## src/rtl/sla_pkg.sv

```systemverilog
package sla_pkg;
  // which value the clamp merge commits
  typedef enum logic [1:0] {
    SEL_SUM = 2'd0,
    SEL_HI  = 2'd1,
    SEL_LO  = 2'd2
  } clamp_sel_e;
endpackage

```

## src/rtl/sla_clamp.sv

```systemverilog
module sla_clamp #(
  parameter int DATA_W = 16,
  parameter int INC_W  = 16,
  parameter int SUM_W  = 32
) (
  input  logic [DATA_W-1:0] acc_in,
  input  logic [INC_W-1:0]  inc_in,
  output logic [DATA_W-1:0] next_val
);
  import sla_pkg::*;

  localparam int PAD_A = SUM_W - DATA_W;
  localparam int PAD_I = SUM_W - INC_W;
  localparam logic signed [SUM_W-1:0] HI_B = SUM_W'(2 ** (DATA_W - 1) - 1);
  localparam logic signed [SUM_W-1:0] LO_B = ~HI_B;

  logic signed [SUM_W-1:0] sum;
  logic pred_hi, pred_lo;
  clamp_sel_e sel;

  // wide add: cannot wrap before the bound tests
  assign sum = {{PAD_A{acc_in[DATA_W-1]}}, acc_in} + {{PAD_I{inc_in[INC_W-1]}}, inc_in};

  // predicate nodes
  assign pred_hi = sum > HI_B;
  assign pred_lo = sum < LO_B;

  // upper test has priority
  always_comb begin
    if (pred_hi)      sel = SEL_HI;
    else if (pred_lo) sel = SEL_LO;
    else              sel = SEL_SUM;
  end

  // three-input merge
  always_comb begin
    case (sel)
      SEL_HI:  next_val = HI_B[DATA_W-1:0];
      SEL_LO:  next_val = LO_B[DATA_W-1:0];
      default: next_val = sum[DATA_W-1:0];
    endcase
  end
endmodule

```

## src/rtl/sla_carry_merge.sv

```systemverilog
module sla_carry_merge #(
  parameter int DATA_W = 16
) (
  input  logic              load,
  input  logic              active,
  input  logic              loop_pred,
  input  logic [DATA_W-1:0] entry_val,
  input  logic [DATA_W-1:0] carried_val,
  output logic [DATA_W-1:0] body_val,
  output logic              body_take,
  output logic [DATA_W-1:0] exit_val,
  output logic              exit_take
);
  logic [DATA_W-1:0] merged;

  // entry value on load, carried value otherwise
  assign merged    = load ? entry_val : carried_val;

  // switch: predicate routes the merged value to body or exit
  assign body_val  = merged;
  assign exit_val  = merged;
  assign body_take = active && !load && loop_pred;
  assign exit_take = active && !load && !loop_pred;
endmodule

```

## src/rtl/sla_ctrl.sv

```systemverilog
module sla_ctrl #(
  parameter int LEN_W = 16
) (
  input  logic             clk,
  input  logic             rst,
  input  logic             start,
  input  logic [LEN_W-1:0] loop_len,
  output logic             busy,
  output logic             done,
  output logic             load,
  output logic             loop_pred
);
  logic [LEN_W-1:0] idx_q;
  logic [LEN_W-1:0] len_q;

  assign load      = start && !busy;
  assign loop_pred = idx_q < len_q;

  always_ff @(posedge clk) begin
    if (rst) begin
      busy  <= 1'b0;
      done  <= 1'b0;
      idx_q <= '0;
      len_q <= '0;
    end else begin
      done <= 1'b0;
      if (load) begin
        busy  <= 1'b1;
        idx_q <= '0;
        len_q <= loop_len;
      end else if (busy) begin
        if (loop_pred) begin
          idx_q <= idx_q + LEN_W'(1);
        end else begin
          busy <= 1'b0;
          done <= 1'b1;
        end
      end
    end
  end
endmodule

```

## src/rtl/sat_loop_acc.sv

```systemverilog
module sat_loop_acc #(
  parameter int DATA_W = 16,
  parameter int INC_W  = 16,
  parameter int SUM_W  = 32,
  parameter int LEN_W  = 16
) (
  input  logic              clk,
  input  logic              rst,
  input  logic              start,
  input  logic [DATA_W-1:0] init_val,
  input  logic [INC_W-1:0]  inc_val,
  input  logic [LEN_W-1:0]  loop_len,
  output logic              busy,
  output logic              done,
  output logic [DATA_W-1:0] result
);
  logic              load, loop_pred;
  logic              body_take, exit_take;
  logic [DATA_W-1:0] acc_q, body_val, exit_val, next_val, result_q;
  logic [INC_W-1:0]  inc_q;

  sla_ctrl #(.LEN_W(LEN_W)) u_ctrl (
    .clk(clk), .rst(rst), .start(start), .loop_len(loop_len),
    .busy(busy), .done(done), .load(load), .loop_pred(loop_pred)
  );

  sla_carry_merge #(.DATA_W(DATA_W)) u_merge (
    .load(load), .active(busy), .loop_pred(loop_pred),
    .entry_val(init_val), .carried_val(acc_q),
    .body_val(body_val), .body_take(body_take),
    .exit_val(exit_val), .exit_take(exit_take)
  );

  sla_clamp #(.DATA_W(DATA_W), .INC_W(INC_W), .SUM_W(SUM_W)) u_clamp (
    .acc_in(body_val), .inc_in(inc_q), .next_val(next_val)
  );

  // carried-value and operand registers
  always_ff @(posedge clk) begin
    if (rst) begin
      acc_q    <= '0;
      inc_q    <= '0;
      result_q <= '0;
    end else begin
      if (load) begin
        acc_q <= body_val;
        inc_q <= inc_val;
      end else if (body_take) begin
        acc_q <= next_val;
      end
      if (exit_take) result_q <= exit_val;
    end
  end

  assign result = result_q;
endmodule

```

## config.mk

```make
export PLATFORM = sky130hd
export DESIGN_NAME = sat_loop_acc
export DESIGN_NICKNAME = d
export VERILOG_FILES = /design/src/rtl/sla_pkg.sv /design/src/rtl/sla_clamp.sv /design/src/rtl/sla_carry_merge.sv /design/src/rtl/sla_ctrl.sv /design/src/rtl/sat_loop_acc.sv
export SDC_FILE = /design/constraint.sdc
export NUM_CORES = 1
export LEC_CHECK = 0
export ABC_AREA = 1
export BUFFER_PORTS_ARGS = -buffer_cell sky130_fd_sc_hd__buf_4
export CELL_PAD_IN_SITES_DETAIL_PLACEMENT = 1
export CELL_PAD_IN_SITES_GLOBAL_PLACEMENT = 2
export CORE_MARGIN = 2
export CORE_UTILIZATION = 29
export DETAILED_ROUTE_END_ITERATION = 16
export HOLD_SLACK_MARGIN = 0.08
export PLACE_DENSITY_LB_ADDON = 0.3
export SKIP_CTS_REPAIR_TIMING = 1
export SYNTH_ARGS = -nofsm -noshare
export SYNTH_HDL_FRONTEND = slang
export SYNTH_SLANG_ARGS = --single-unit
```

## constraint.sdc

```tcl
create_clock -name clk -period 2.8 [get_ports clk]
set_clock_uncertainty 0.1 [all_clocks]
set_input_delay 0.56 -clock clk [delete_from_list [all_inputs] [get_ports clk]]
set_output_delay 0.56 -clock clk [all_outputs]
set_load 0.005 [all_outputs]
```

==> out/metrics.cfg, run 1 <==
[pwr]
leakagePower_nw = 3.247
p_per_area_nw_per_um2 = 594.0
finalPower_mw = 4.266
ir_worst_vdd_mv = 0.3389

[place]
globalplace.congestion = 0.8471
place_ws_ps = -691.1
placedCellCount = 1021
io_buffers = 68
post-dp-hpwl_um = 12630

[sta]
fin_ws_ps = -83.89
finalHoldViolations = 0
rsz0062_at_grt = yes
min_period_ps = 2884
setup-tns-final_ps = -789.4
fmax_ghz = 0.3468
slew_viol_final = 0
setup_viol = 13
tightestPinTransition_ps = 581.9
max_slew_margin_pct = 61.21
post-route-period-util_pct = 103.0

[floorplanning]
rows = 46
fp.dieH_um = 131.5
io_pins = 69
die_w_um = 131.5
die_area_um2 = 17280
initial_utilization_pct = 29.66
core_um2 = 15890

[logic_synthesis]
synth_top_area_cell = dfxtp_1
yosys.area.top_type_share_pct = 34.85
synthesis.area_um2 = 4711
avgSynthCellArea_um2 = 6.897
syn_nets = 767
synthDistinctLibCells = 33
synth_area_leaders = dfxtp_1 (35%), nand2_1 (10%), a21oi_1 (8.5%), ha_1 (8.5%), o21ai_0 (8.0%)
synthCells = 683
synth-seq-cells = 82
yosysWarningCount = 0
ys_seq_area_share_pct = 34.85

[worst_hold_path]
holdPathEnd = u_ctrl.busy
whs_path_depth = 2
hold_path_startpoint = rst
hold_class = input port to register

[global_routing]
grt_max_degree = 61
antenna_found_initial = 0
grt_pass1_wl_um = 25770
grt-ovfl-total = 0
grt_pass1_vias = 5181
grt_usage_pct = 18.53

[route]
drc = 0
first_pass_iters = 4
drt-initial-drc-count = 217
drt-wirelength-per-cell_um = 16.30
drt_wl_total_um = 17230
via_per_inst = 4.783
via_count = 5056
ant_nets = 0

[setup_path]
cp.required_ps = 2980
cp_max_fo = 7
cp-end-kind = register
r2r-start = u_ctrl.busy
critical_path_class = register to register
ff2ff_setup_slack_ps = -80
r2r-end = acc_q[12]
arrival_ps = 3060
startpoint_type = register
r2r_cells = 21

[clock_tree]
clock_path_buffers = 2
numCtsBuffers = 9
clk_pin_slew_ps = 70
htree_levels = 3
cts.sinks = 82
cts_tree = done
clock_latency_ps = 350
root_buffer = clkbuf_16

[finish]
utilization_pct = 45.21
instances_no_fill = 1057
diodes = 0
syn_to_final_growth_pct = 52.46
layout_commonest_cell = buf_4
mostFrequentLayoutCells = buf_4 (157), nand2_1 (110), dfxtp_1 (81)
drive_gt1_share_pct = 36.62
layout.nets = 921

[run_status]
violations = negative setup slack
status = finished with violations

[job]
cap_violations = 0

[sequential cells by signal, summed over array words and instances (netlist names)]
name,flops
u_ctrl.idx_q,16
u_ctrl.done,1
u_ctrl.len_q,16
acc_q,16
inc_q,16
u_ctrl.busy,1
result,16
[per-stage QoR]
stage / instance area [um2] / hold slack, ps
2_1_floorplan: 4908 / 335.3
5_1_grt: 7182 / 324.7
3_3_place_gp: 6178 / 351.1
4_1_cts: 6497 / 329.9
6_report: 7182 / 333.3
3_5_place_dp: 6178 / 358.2
[routing by layer]
metal | vias up | routed length [um] | global-route usage (%)
met4 | 0 | 219 | 5.676
met1 | 2411 | 8127 | 23.83
met3 | 16 | 486 | 3.164
met2 | 93 | 8400 | 31.65
li1 | 2536 | - | -
met5 | - | 0 | 0
[cells in the mapped netlist]
library cell and number:
a21oi_1 80, a21oi_2 2, and2_1 1, and3_1 1, buf_1 1, buf_2 4, buf_4 1, buf_6 1
clkbuf_1 17, clkinv_1 1, dfxtp_1 82, fa_1 1, ha_1 32, inv_1 81, inv_2 2, nand2_1 131
nand2_2 9, nand3_1 21, nand3_2 2, nand3b_1 2, nand4_1 5, nor2_1 67, nor2_2 2, nor3_1 7
nor3b_1 1, nor4_1 3, o21a_1 2, o21ai_0 75, o21bai_1 16, or2_1 2, or2_2 17, xnor2_1 3
xor2_1 11
[area by class of cell]
| type | count | area [um2] |
|---|---|---|
| fill | 1965 | 8703 |
| multi-input combinational | 494 | 3279 |
| sequential | 82 | 1645 |
| timing repair buffer | 166 | 1333 |
| inverter | 84 | 335.3 |
| tap | 216 | 270.3 |
| clock buffer | 11 | 242.7 |
| clock inverter | 4 | 76.32 |
[worst max-delay path, cell delays in order (launching register included)]
cell and delay, ps:
dfxtp_4 370, inv_8 90, nand2_8 100, buf_6 140
or2_4 240, o21ai_4 80, inv_2 90, ha_4 280
nand2_2 80, inv_1 50, nand2_1 60, nand2_1 60
a21oi_2 190, nand2_2 80, nand2_2 90, nand2_4 80
nand2_4 80, inv_4 50, nor2_4 150, buf_12 160
nand3_1 70, a21oi_1 120
[how the worst max path moves through the flow]
stage / startpoint / endpoint / slack, ps / depth (start not counted)
after floorplan: start / acc_q[6] / 10 / 22
after global placement: start / acc_q[12] / -610 / 21
after detailed placement: start / acc_q[12] / -690 / 21
after CTS: u_ctrl.busy / acc_q[4] / -450 / 20
after global routing: u_ctrl.busy / acc_q[6] / -230 / 22
final: u_ctrl.busy / acc_q[12] / -80 / 21
[where the power goes]
group	leakage, nW	total (mW)	switching (mW)	internal [mW]
Clock	0.152	1.31	0.507	0.803
Combinational	2.42	1.63	0.841	0.792
Sequential	0.673	1.32	0.0711	1.25
[logic make-up after synthesis]
logic type / Yosys count / synth area share, %
flops: 82 / 34.85
buf+inv: 108 / 8.951
compound gates: 175 / 19.71
xor+xnor: 14 / 2.603
fa+ha+maj: 33 / 8.924
simple gates: 271 / 24.97
Note: power is estimated with default switching activity, not from simulation.
==> inputs of run 2 (changes only) <==
--- a/config.mk
+++ b/config.mk
@@ -13,6 +13,7 @@
 export CORE_UTILIZATION = 29
 export DETAILED_ROUTE_END_ITERATION = 16
 export HOLD_SLACK_MARGIN = 0.08
+export MAX_ROUTING_LAYER = met4
 export PLACE_DENSITY_LB_ADDON = 0.3
 export SKIP_CTS_REPAIR_TIMING = 1
 export SYNTH_ARGS = -nofsm -noshare
==> run 2 against run 1 <==
Compared with the run above: the run still ends with negative setup slack left; utilization hardly changed; final area is essentially flat; global-route usage is 0.52 points higher; critical path depth unchanged; register-to-register slack about the same; largest cell class unchanged; largest power group unchanged.
==> out/metrics.cfg, run 2 (same netlist as run 1, synthesis figures left out) <==
[route]
drc = 0  ; unchanged
drt-initial-drc-count = 226  ; +4.1%
via_count = 5062  ; +0.12%
ant_nets = 0  ; unchanged
drt_wl_total_um = 17300  ; +0.38%
via_per_inst = 4.789  ; +0.12%
first_pass_iters = 4  ; unchanged
drt-wirelength-per-cell_um = 16.37  ; +0.38%

[floorplanning]
rows = 46  ; unchanged
fp.dieH_um = 131.5  ; unchanged
core_um2 = 15890  ; unchanged
die_area_um2 = 17280  ; unchanged
initial_utilization_pct = 29.66  ; unchanged
io_pins = 69  ; unchanged
die_w_um = 131.5  ; unchanged

[pwr]
seqPwrFrac_pct = 31.0  ; about the same
internal_power_mw = 2.846  ; about the same
ir_worst_vdd_mv = 0.3373  ; -0.48%
combPwrFrac_pct = 38.2  ; about the same
p_per_area_nw_per_um2 = 594.2  ; about the same
leakagePower_nw = 3.244  ; about the same
finalPower_mw = 4.270  ; about the same
p_switching_mw = 1.424  ; +0.33%
sw_frac_of_total_pct = 33.35  ; +0.082 points
clkPwrFrac_pct = 30.8  ; about the same

[place]
globalplace.congestion = 0.8605  ; +1.6%
io_buffers = 68  ; unchanged
post-dp-hpwl_um = 12630  ; unchanged

[global_routing]
grt_max_degree = 61  ; unchanged
use_met2_pct = 31.70  ; +0.058 points
grt_usage_pct = 19.05  ; +0.52 points
grt-ovfl-total = 0  ; unchanged
grt_pass1_wl_um = 25750  ; about the same
busiest_layer = met2
antenna_found_initial = 0  ; unchanged
grtUsageMet3_pct = 2.816  ; -0.35 points
use_met1_pct = 23.95  ; +0.12 points
grt_pass1_vias = 5184  ; +0.058%

[worst_hold_path]
whs_path_depth = 2  ; unchanged
hold_class = input port to register

[clock_tree]
clock_latency_ps = 350  ; about the same
cts.sinks = 82  ; unchanged
cts_tree = done
clock_path_buffers = 2  ; unchanged
clk_pin_slew_ps = 70  ; about the same
numCtsBuffers = 9  ; unchanged
htree_levels = 3  ; unchanged
root_buffer = clkbuf_16

[setup_path]
cp.required_ps = 2980  ; about the same
arrival_ps = 3050  ; about the same
cp-end-kind = register
cp_max_fo = 7  ; unchanged
cp_slowest_cell = dfxtp_4
slowest_delay_ps = 370  ; about the same
critical_path_class = register to register
crit_chain = inv_8 > nand2_8 > buf_6 > or2_4 > o21ai_4 > inv_2 > ha_4 > nand2_2 > inv_1 > nand2_1 > nand2_1 > a21oi_2 > nand2_2 > nand2_2 > nand2_4 > nand2_4 > inv_4 > nor2_4 > buf_12 > nand3_4 > a21oi_2
worst_path_most_repeated_cell = nand2_2
r2r_cells = 21  ; unchanged
startpoint_type = register

[finish]
layout.nets = 921  ; unchanged
syn_to_final_growth_pct = 52.54  ; about the same
layout_commonest_cell = buf_4
multi_input_area_um2 = 3283  ; +0.11%
drive_gt1_share_pct = 36.86  ; +0.24 points
mostFrequentLayoutCells = buf_4 (157), nand2_1 (110), dfxtp_1 (81)
fillers = 1959  ; -0.31%
diodes = 0  ; unchanged
regArea_um2 = 1645  ; unchanged

[sta]
max_slew_margin_pct = 61.44  ; +0.23 points
setup-tns-final_ps = -653.6  ; +135.7 ps
post-route-period-util_pct = 102.7  ; -0.30 points
rsz0062_at_grt = yes
setup_viol = 13  ; unchanged
finalHoldViolations = 0  ; unchanged
slew_viol_final = 0  ; unchanged
tightestPinTransition_ps = 578.4  ; -3.479 ps
fin_ws_ps = -75.47  ; +8.421 ps
min_period_ps = 2875  ; -8.421 ps
fmax_ghz = 0.3478  ; +0.29%

[run_status]
violations = negative setup slack
status = finished with violations

[job]
cap_violations = 0  ; unchanged

-- run 2: cell count changes in the layout (fill, tap and decap cells not counted) --
| cell | before | now |
|---|---|---|
| nand2_2 | 22 | 23 |
| nand3_2 | 5 | 6 |
| a21oi_2 | 13 | 14 |
| nand2_4 | 7 | 6 |
| a21oi_1 | 67 | 66 |
| nand3_1 | 15 | 14 |
-- run 2: metrics by stage --
stage,hold WS (ps),cells,setup slack [ps],area (um2),util [%]
final,327.0,1057,-75.47,7186,45.23
after CTS,329.9,1036,-451.7,6497,40.90
after global routing,325.2,1057,-245.3,7186,45.23
after floorplan,335.3,683,12.58,4908,-
after global placement,351.1,1021,-607.2,6178,38.89
after detailed placement,358.2,1021,-691.1,6178,38.89
-- run 2: power by group through the flow --
stage	registers, mW	clock network [mW]	logic [mW]
2_1_floorplan	1.31	0	0.713
3_3_place_gp	1.32	0	1.23
3_5_place_dp	1.33	0	1.27
4_1_cts	1.30	1.33	1.28
5_1_grt	1.33	1.38	1.77
6_report	1.32	1.32	1.63
-- run 2: worst paths after layout --
check | from | endpoint | slack, ps
worst max register to register | u_ctrl.busy | acc_q[12] | -80
worst max-delay path | u_ctrl.busy | acc_q[12] | -80
worst min register to register | acc_q[15] | acc_q[15] | 370
worst min-delay path | rst | u_ctrl.busy | 330
-- run 2: final cells by class --
cell class	count	area share, %
Tap cell	216	3.761
Clock inverter	4	1.062
Sequential cell	82	22.90
Multi-Input combinational cell	494	45.69
Inverter	84	4.667
Timing Repair Buffer	166	18.54
Clock buffer	11	3.378
-- run 2: worst max-delay path: cells and delay by family, from the launching register on --
| family | cells | cell delay [ps] |
|---|---|---|
| AND/OR/NAND/NOR | 11 | 1070 |
| buffers and inverters | 6 | 570 |
| AO/OA/AOI/OAI | 3 | 420 |
| flip-flops | 1 | 370 |
| adder cells (fa/ha/maj) | 1 | 280 |
-- run 2: metal layers --
layer,wire (um),vias up
li1,-,2537
met4,271,0
met3,689,21
met2,8381,97
met5,0,-
met1,7958,2407
